## src/rtl/spi_rom_host_pkg.sv

```systemverilog
package spi_rom_host_pkg;

  localparam int DATA_W = 16;
  localparam int BYTE_W = 8;
  localparam int BIT_W  = $clog2(BYTE_W);

  // byte offsets from the window base
  localparam logic [4:0] OFF_STAT = 5'h00;
  localparam logic [4:0] OFF_RX   = 5'h02;
  localparam logic [4:0] OFF_RXHI = 5'h04;
  localparam logic [4:0] OFF_CTRL = 5'h08;
  localparam logic [4:0] OFF_TXB  = 5'h0A;
  localparam logic [4:0] OFF_TXSH = 5'h0C;
  localparam logic [4:0] OFF_KEY  = 5'h10;
  localparam int         WIN_BYTES = 20;

  localparam logic [DATA_W-1:0] UNLOCK_KEY = 16'hC1AD;
  localparam logic [DATA_W-1:0] LOCK_KEY   = 16'h0000;

  typedef enum logic [1:0] {RD_ROM, RD_STAT, RD_RX, RD_RXHI} rdSel_e;

  typedef struct packed {
    logic   unlocked;
    logic   wrCtrl;
    logic   wrTxBit;
    logic   startXfer;
    logic   riseTick;
    logic   fallTick;
    logic   lastFall;
    logic   busy;
    logic   engSck;
    rdSel_e rdSel;
  } ctlStrobe_t;

endpackage

```

## src/rtl/spi_rom_host_ctrl.sv

```systemverilog
module spi_rom_host_ctrl
  import spi_rom_host_pkg::*;
#(
  parameter int                ADDR_W   = 23,
  parameter logic [ADDR_W-1:0] WIN_BASE = 23'h41FFD0,
  parameter int                HALF_DIV = 2
) (
  input  logic              clk,
  input  logic              rstN,
  input  logic              hostReq,
  input  logic              hostWe,
  input  logic [ADDR_W-1:0] hostAddr,
  input  logic [DATA_W-1:0] hostWdata,
  output logic              hostAck,
  output ctlStrobe_t        str
);

  localparam int DIV_W = (HALF_DIV > 1) ? $clog2(HALF_DIV) : 1;
  localparam logic [DIV_W-1:0] DIV_LAST = DIV_W'(HALF_DIV - 1);

  logic [ADDR_W-1:0] offFull;
  logic [4:0]        offWord;
  logic              inWin, active, fire, regWr;
  logic              unlocked, busy, engSck;
  logic [DIV_W-1:0]  divCnt;
  logic [BIT_W-1:0]  bitCnt;
  logic              tick;

  assign offFull = hostAddr - WIN_BASE;
  assign inWin   = offFull < ADDR_W'(WIN_BYTES);
  assign offWord = {offFull[4:1], 1'b0};
  assign active  = hostReq && inWin && unlocked;
  assign hostAck = hostReq && !(active && busy);
  assign fire    = hostReq && hostAck;
  assign regWr   = fire && hostWe && active;
  assign tick    = busy && (divCnt == DIV_LAST);

  always_comb begin
    str           = '0;
    str.unlocked  = unlocked;
    str.wrCtrl    = regWr && (offWord == OFF_CTRL);
    str.wrTxBit   = regWr && (offWord == OFF_TXB);
    str.startXfer = regWr && (offWord == OFF_TXSH);
    str.riseTick  = tick && !engSck;
    str.fallTick  = tick && engSck;
    str.lastFall  = tick && engSck && (bitCnt == BIT_W'(BYTE_W - 1));
    str.busy      = busy;
    str.engSck    = engSck;
    str.rdSel     = RD_ROM;
    if (active && !hostWe) begin
      case (offWord)
        OFF_STAT: str.rdSel = RD_STAT;
        OFF_RX:   str.rdSel = RD_RX;
        OFF_RXHI: str.rdSel = RD_RXHI;
        default:  str.rdSel = RD_ROM;
      endcase
    end
  end

  // signature register: reachable while locked
  always_ff @(posedge clk or negedge rstN) begin
    if (!rstN) begin
      unlocked <= 1'b0;
    end else if (fire && hostWe && inWin && offWord == OFF_KEY) begin
      if (hostWdata == UNLOCK_KEY)    unlocked <= 1'b1;
      else if (hostWdata == LOCK_KEY) unlocked <= 1'b0;
    end
  end

  // divider and bit sequencer
  always_ff @(posedge clk or negedge rstN) begin
    if (!rstN) begin
      busy   <= 1'b0;
      engSck <= 1'b0;
      divCnt <= '0;
      bitCnt <= '0;
    end else if (str.startXfer) begin
      busy   <= 1'b1;
      engSck <= 1'b0;
      divCnt <= '0;
      bitCnt <= '0;
    end else if (busy) begin
      if (tick) begin
        divCnt <= '0;
        engSck <= !engSck;
        if (engSck) begin
          bitCnt <= bitCnt + 1'b1;
          if (bitCnt == BIT_W'(BYTE_W - 1)) busy <= 1'b0;
        end
      end else begin
        divCnt <= divCnt + 1'b1;
      end
    end
  end

  // a sequencer start never lands on a running exchange
  a_r9_no_restart: assert property (@(posedge clk) disable iff (!rstN)
    busy && !str.lastFall |=> busy);

endmodule

```

## src/rtl/spi_rom_host_dp.sv

```systemverilog
module spi_rom_host_dp
  import spi_rom_host_pkg::*;
(
  input  logic              clk,
  input  logic              rstN,
  input  ctlStrobe_t        str,
  input  logic [1:0]        ctrlBits,
  input  logic [BYTE_W-1:0] txByte,
  input  logic [DATA_W-1:0] romData,
  input  logic              spiMiso,
  output logic [DATA_W-1:0] hostRdata,
  output logic              spiCs,
  output logic              spiSck,
  output logic              spiMosi
);

  logic              csBit, sckBit, mosiBit, sampBit;
  logic [BYTE_W-1:0] shiftReg, rxByte;

  always_ff @(posedge clk or negedge rstN) begin
    if (!rstN) begin
      csBit    <= 1'b0;
      sckBit   <= 1'b0;
      mosiBit  <= 1'b0;
      sampBit  <= 1'b0;
      shiftReg <= '0;
      rxByte   <= '0;
    end else begin
      if (str.wrCtrl) begin
        csBit  <= ctrlBits[1];
        sckBit <= ctrlBits[0];
      end
      if (str.wrTxBit) mosiBit <= ctrlBits[1];
      if (str.startXfer) begin
        shiftReg <= txByte;
        mosiBit  <= txByte[BYTE_W-1];
      end
      if (str.riseTick) sampBit <= spiMiso;
      if (str.fallTick) begin
        shiftReg <= {shiftReg[BYTE_W-2:0], sampBit};
        if (!str.lastFall) mosiBit <= shiftReg[BYTE_W-2];
      end
      if (str.lastFall) begin
        rxByte <= {shiftReg[BYTE_W-2:0], sampBit};
        sckBit <= 1'b0;
      end
    end
  end

  always_comb begin
    case (str.rdSel)
      RD_STAT: hostRdata = {2'b00, spiMiso, 13'b0};
      RD_RX:   hostRdata = {8'h00, rxByte};
      RD_RXHI: hostRdata = {rxByte, 8'h00};
      default: hostRdata = romData;
    endcase
  end

  assign spiCs   = csBit;
  assign spiSck  = str.busy ? str.engSck : sckBit;
  assign spiMosi = mosiBit;

  // received byte only moves on the closing edge of an exchange
  a_r8_rx_hold: assert property (@(posedge clk) disable iff (!rstN)
    !str.lastFall |=> $stable(rxByte));

endmodule

```

## src/rtl/spi_rom_host.sv

```systemverilog
module spi_rom_host
  import spi_rom_host_pkg::*;
#(
  parameter int                ADDR_W   = 23,
  parameter logic [ADDR_W-1:0] WIN_BASE = 23'h41FFD0,
  parameter int                HALF_DIV = 2
) (
  input  logic              clk,
  input  logic              rstN,
  input  logic              hostReq,
  input  logic              hostWe,
  input  logic [ADDR_W-1:0] hostAddr,
  input  logic [15:0]       hostWdata,
  input  logic [15:0]       romData,
  input  logic              spiMiso,
  output logic              hostAck,
  output logic [15:0]       hostRdata,
  output logic              spiCs,
  output logic              spiSck,
  output logic              spiMosi
);

  ctlStrobe_t str;

  spi_rom_host_ctrl #(
    .ADDR_W(ADDR_W), .WIN_BASE(WIN_BASE), .HALF_DIV(HALF_DIV)
  ) u_ctrl (
    .clk(clk), .rstN(rstN), .hostReq(hostReq), .hostWe(hostWe),
    .hostAddr(hostAddr), .hostWdata(hostWdata), .hostAck(hostAck), .str(str)
  );

  spi_rom_host_dp u_dp (
    .clk(clk), .rstN(rstN), .str(str),
    .ctrlBits(hostWdata[15:14]), .txByte(hostWdata[7:0]),
    .romData(romData), .spiMiso(spiMiso), .hostRdata(hostRdata),
    .spiCs(spiCs), .spiSck(spiSck), .spiMosi(spiMosi)
  );

  // the clock pin is low once an exchange finishes
  a_r10_sck_low_on_end: assert property (@(posedge clk) disable iff (!rstN)
    $fell(str.busy) |-> !spiSck);

  // data out holds steady while the clock is high during an exchange
  a_r7_mosi_hold_high: assert property (@(posedge clk) disable iff (!rstN)
    (str.busy && spiSck) |-> $stable(spiMosi));

  // select is untouched across an exchange
  a_r11_cs_hold_busy: assert property (@(posedge clk) disable iff (!rstN)
    (str.busy && $past(str.busy)) |-> $stable(spiCs));

  // a locked block cannot move the select pin
  a_r3_locked_cs_hold: assert property (@(posedge clk) disable iff (!rstN)
    !$past(str.unlocked) |-> $stable(spiCs));

endmodule

```

## config.mk

```make
export PLATFORM = sky130hd
export DESIGN_NAME = spi_rom_host
export DESIGN_NICKNAME = d
export VERILOG_FILES = /design/src/rtl/spi_rom_host_pkg.sv /design/src/rtl/spi_rom_host_ctrl.sv /design/src/rtl/spi_rom_host_dp.sv /design/src/rtl/spi_rom_host.sv
export SDC_FILE = /design/constraint.sdc
export NUM_CORES = 1
export LEC_CHECK = 0
export BUFFER_PORTS_ARGS = -buffer_cell sky130_fd_sc_hd__buf_4
export CAP_MARGIN = 25
export CORE_ASPECT_RATIO = 1.2
export CORE_UTILIZATION = 46
export DETAILED_ROUTE_END_ITERATION = 8
export GPL_TIMING_DRIVEN = 0
export PLACE_DENSITY = 0.78
export SLEW_MARGIN = 20
export SYNTH_ARGS = -nofsm -noshare
export SYNTH_HDL_FRONTEND = slang
export SYNTH_SLANG_ARGS = --single-unit
```

## constraint.sdc

```tcl
create_clock -name clk -period 6.65 [get_ports clk]
set_input_delay 1.33 -clock clk [delete_from_list [all_inputs] [get_ports clk]]
set_output_delay 1.33 -clock clk [all_outputs]
set_load 0.02 [all_outputs]
```

==> results.md <==
- The flow ran to the end, and the final reports show no timing, DRC or antenna violations.
- The final layout contains between 400 and 500 nets.
- The number of global-route vias before repair is 2264.
- The count of TritonRoute iterations in the first routing pass is 5.
- 0 antenna diodes ended up in the layout.
- For the pin with the worst max-slew slack, the measured transition is about 0.86 ns.
- The yosys synthesis warning count is 0.
- The synthesized design contains 0 enable-type register cells.
- Measured along the y axis, the die boundary spans around 80 um.
- For this design the static power due to leakage is approximately 1.2 nW.
- The cell area after synthesis is 2311 um^2.
- The average wire length per cell after detail routing is approximately 15 um.
- The count of final hold-check violations came to 0.
- The final cycle utilization of the critical path is 77.15%.
- In the final timing run, aggregate negative setup slack is 0 ns.
- For the finished layout, the period the worst path requires is 5.130 ns.
- The buffer depth of the longest clock path is 2.
- The reported max-cap violation count is 0.
- The proportion of netlist area held by the largest area contributor is around 28%.
- The worst setup path is of the in -> out kind.
- The number of I/O pins is 80.
- The HPWL reported at the end of detailed placement is around 5.1 mm.
- The number of failing setup endpoints in the final timing report is 0.
- The initial antenna violation count was 0.
- Counting every sink on the clock net gives 26.
- The post-cts sizing count is 0.
- The maximum vdd ir drop is between 100 and 150 uV.
- The CTS buffer count is 3.
- After layout, the design draws a total of roughly 0.38 mW.
- The first global-routing pass estimated a little over 10 mm of wire.
- The number of cells on the worst reg-to-reg path is 6.
- The endpoint class of the critical path is an output port.
- The largest net degree at the start of global routing is 27.
- At the worst endpoint, the arrival time is between 3 and 4 ns.
- After the flow finishes, the layout carries non-filler instances totaling ~430.
- The post-synthesis cell type with the largest combined area is sky130_fd_sc_hd__dfrtp_1.
- The area enclosed by the die boundary is between 5000 and 6000 um^2.
- Based on the critical path, the design can be clocked at up to between 150 and 200 MHz.
- Global routing used ~25% of the available tracks.
- The critical path contains buffers and inverters numbering 4 combined.
- Summing over every cut layer, the via total after detailed routing is 2533.
- In this run the critical register-to-register path is launched from u_ctrl.unlocked$_DFFE_PN0P_.
- The number of pins exceeding their max-slew limit in the final report is 0.
- After synthesis, flip-flops and latches occupy between 20% and 30% of the total area.
- The share of synthesized flip-flops with an asynchronous set or reset is 100.0%.
- By instance count, the cell type seen most on the critical path is sky130_fd_sc_hd__buf_4.
- STA classifies the critical path startpoint as an input pin.
- The signal on the critical path passes through buf_4 -> inv_1 -> ha_1 -> and4b_2 -> o311ai_0 -> a221oi_2 -> nand4_4 -> buf_6 -> or3_1 -> nand3_1 -> buf_4.
- The number of register bits inferred by synthesis is 26.
- The later pin in the worst-skew pair is clocked with a latency of around 0.27 ns.
- The most critical setup path has its endpoint at hostRdata[7].
- The routed wire length is between 6 and 7 mm.
- In this run the power density over the cells is about 130 nW/um^2.
- In this run the number of H-tree levels came out at 1.
- The number of nets still failing antenna checks after routing is 0.
- In this run the register-to-register setup slack is about 4.2 ns.
- Measured on the finished design, the core utilization comes to 64.43%.
- Setup repair after global routing left no endpoint under its margin.
- The min-delay analysis places its worst path in the category reg -> reg.
- The end of the worst register-to-register path is u_dp.shiftReg[4]$_DFFE_PN0P_.
- In this run the clock root is driven by a sky130_fd_sc_hd__clkbuf_8.
- Headroom to the max-slew limit came out at between 40% and 50%.
- The required time of the critical path is 5.32 ns.
- The average size of a mapped cell is approximately 8 um^2.
- Input and output buffers added on the ports amount to 76.
- TritonCTS built the clock tree.
- The most used flip-flop cell after synthesis is sky130_fd_sc_hd__dfrtp_1.
- After clock tree synthesis, the clock-pin slew on the worst setup and hold paths is approximately 0.09 ns.
- Yosys mapped the design onto 59 distinct sky130hd cell types.
- The placeable core area is around 4700 um^2.
- The library cell used most frequently in the layout, excluding fill and tap cells, is sky130_fd_sc_hd__buf_4.
- The DRC violation count after routing is 0.
- The number of hold buffers added after CTS was 0.
- The number of nets handed over by synthesis was roughly 350.
- The floorplan has 27 rows.
- The die is between 60 and 70 um wide.
- Using the TritonRoute via totals, the vias-per-cell ratio works out to approximately 5.9.
- In this design, the largest share of critical-path delay is due to simple AND/OR/NAND/NOR gates.
- The slowest library cell on the worst path is sky130_fd_sc_hd__a221oi_2.
- Relative to the synthesized area, the layout overhead comes to 30.91%.
- The total grt overflow is 0.
- The routability congestion estimate from global placement is 0.8872.
- The number of placed instances, taps included is around 420.
- The share of final-layout standard cells stronger than drive strength 1 is 29.19%.
- The detailed router finished its first iteration with approximately 130 violations.
- The largest stage delay on the critical path is about 0.57 ns.
- In the layout the commonest cells are 76 x sky130_fd_sc_hd__buf_4, 42 x sky130_fd_sc_hd__nand2_1, 26 x sky130_fd_sc_hd__dfrtp_1.
- The gate count of the mapped netlist is slightly below 300.
- The maximum fanout count along the critical path is 10.
- The launch point of the critical path is hostAddr[4].
- The initial cell density of the core is between 40% and 50%.
- By area the synthesized netlist is led by sky130_fd_sc_hd__dfrtp_1 28%, sky130_fd_sc_hd__nand2_1 6.8%, sky130_fd_sc_hd__mux2_2 5.4%, sky130_fd_sc_hd__o21ai_0 5.2%, sky130_fd_sc_hd__or3_1 4.6%.
- The final setup skew is ~0.0045 ns.
- The total number of cells along the worst setup path is 11.
- The number of setup buffers added after CTS is 0.
how the worst min path moves through the flow:
stage | to | startpoint | depth (start not counted) | slack (ns)
6_report | u_dp.spiCs$_DFFE_PN0P_ | u_dp.spiCs$_DFFE_PN0P_ | 1 | 0.52
4_1_cts | u_dp.spiCs$_DFFE_PN0P_ | u_dp.spiCs$_DFFE_PN0P_ | 1 | 0.52
5_1_grt | u_dp.rxByte[3]$_DFFE_PN0P_ | u_dp.shiftReg[2]$_DFFE_PN0P_ | 1 | 0.56
3_3_place_gp | u_dp.spiCs$_DFFE_PN0P_ | u_dp.spiCs$_DFFE_PN0P_ | 1 | 0.49
2_1_floorplan | u_dp.rxByte[1]$_DFFE_PN0P_ | u_dp.shiftReg[0]$_DFFE_PN0P_ | 1 | 0.50
3_5_place_dp | u_dp.spiCs$_DFFE_PN0P_ | u_dp.spiCs$_DFFE_PN0P_ | 1 | 0.50
synthesized netlist by cell type, types with 2 or more instances:
library cell and count:
sky130_fd_sc_hd__a211oi_1 2, sky130_fd_sc_hd__a21oi_1 12, sky130_fd_sc_hd__a31oi_1 2, sky130_fd_sc_hd__and4_1 2, sky130_fd_sc_hd__buf_2 2, sky130_fd_sc_hd__buf_6 3, sky130_fd_sc_hd__clkbuf_1 12, sky130_fd_sc_hd__dfrtp_1 26
sky130_fd_sc_hd__ha_1 3, sky130_fd_sc_hd__inv_1 5, sky130_fd_sc_hd__mux2_2 11, sky130_fd_sc_hd__mux2i_1 3, sky130_fd_sc_hd__nand2_1 42, sky130_fd_sc_hd__nand2b_1 2, sky130_fd_sc_hd__nand3_1 19, sky130_fd_sc_hd__nand3b_1 2
sky130_fd_sc_hd__nand4_1 13, sky130_fd_sc_hd__nand4_2 2, sky130_fd_sc_hd__nand4b_1 2, sky130_fd_sc_hd__nor2_1 14, sky130_fd_sc_hd__nor2b_1 5, sky130_fd_sc_hd__nor3_1 8, sky130_fd_sc_hd__nor4_1 6, sky130_fd_sc_hd__nor4b_1 2
sky130_fd_sc_hd__o211ai_1 2, sky130_fd_sc_hd__o21a_1 2, sky130_fd_sc_hd__o21ai_0 24, sky130_fd_sc_hd__o31a_1 10, sky130_fd_sc_hd__o31ai_1 2, sky130_fd_sc_hd__or3_1 17, sky130_fd_sc_hd__xor2_1 5
routing by layer:
metal	up-vias	share of wire [%]	global-route usage [%]
met1	1171	44	32.77
met3	11	6.2	3.000
met5	-	0	0
li1	1255	-	-
met4	0	1.6	7.447
met2	96	49	40.91
state kept, by name, indices dropped and copies added (netlist names):
signal and cells:
u_dp.rxByte 8, u_dp.shiftReg 7, u_ctrl.bitCnt 3, u_ctrl.busy 1, u_ctrl.divCnt 1, u_ctrl.engSck 1
u_ctrl.unlocked 1, u_dp.sampBit 1, u_dp.sckBit 1, u_dp.spiCs 1, u_dp.spiMosi 1
report_power, final:
group	internal [mW]	switching, mW	total (mW)	leakage (nW)
Combinational	0.0433	0.0482	0.0915	0.872
Clock	0.0806	0.0496	0.130	0.0357
Sequential	0.158	0.00000000000204	0.158	0.295
worst register-to-register path, stage by stage (launching register included):
cell and delay (ns):
sky130_fd_sc_hd__dfrtp_1 0.40, sky130_fd_sc_hd__nand2_1 0.08, sky130_fd_sc_hd__or3_1 0.43, sky130_fd_sc_hd__nor3_1 0.69, sky130_fd_sc_hd__nand4_1 0.37, sky130_fd_sc_hd__o21ai_0 0.26
sky130_fd_sc_hd__a21oi_1 0.09
through the flow:
stage          worst slack [ns]  hold WS (ns)  instance area (um^2)
2_1_floorplan             1.775        0.4975                  2311
3_3_place_gp              1.573        0.4925                  2954
3_5_place_dp              1.527        0.5006                  2954
4_1_cts                   1.521        0.5212                  3025
5_1_grt                   1.348        0.5550                  3025
6_report                  1.520        0.5152                  3025
area by class of cell:
type | instances | area (um^2)
timing repair buffer | 76 | 570.5
clock inverter | 1 | 30.03
clock buffer | 3 | 41.29
sequential | 26 | 650.6
tap | 58 | 72.57
inverter | 5 | 18.77
multi-input combinational | 241 | 1549
fill | 424 | 1670
buffer | 18 | 92.59
kinds of logic after synthesis:
logic type      Yosys count  synth area share (%)
simple gates            146                 34.54
compound gates           71                 20.95
flops                    26                 28.15
buf+inv                  23                 4.818
mux                      15                 7.634
xor+xnor                  6                 2.274
fa+ha+maj                 3                 1.624
Power figures use the tool's default switching activity.
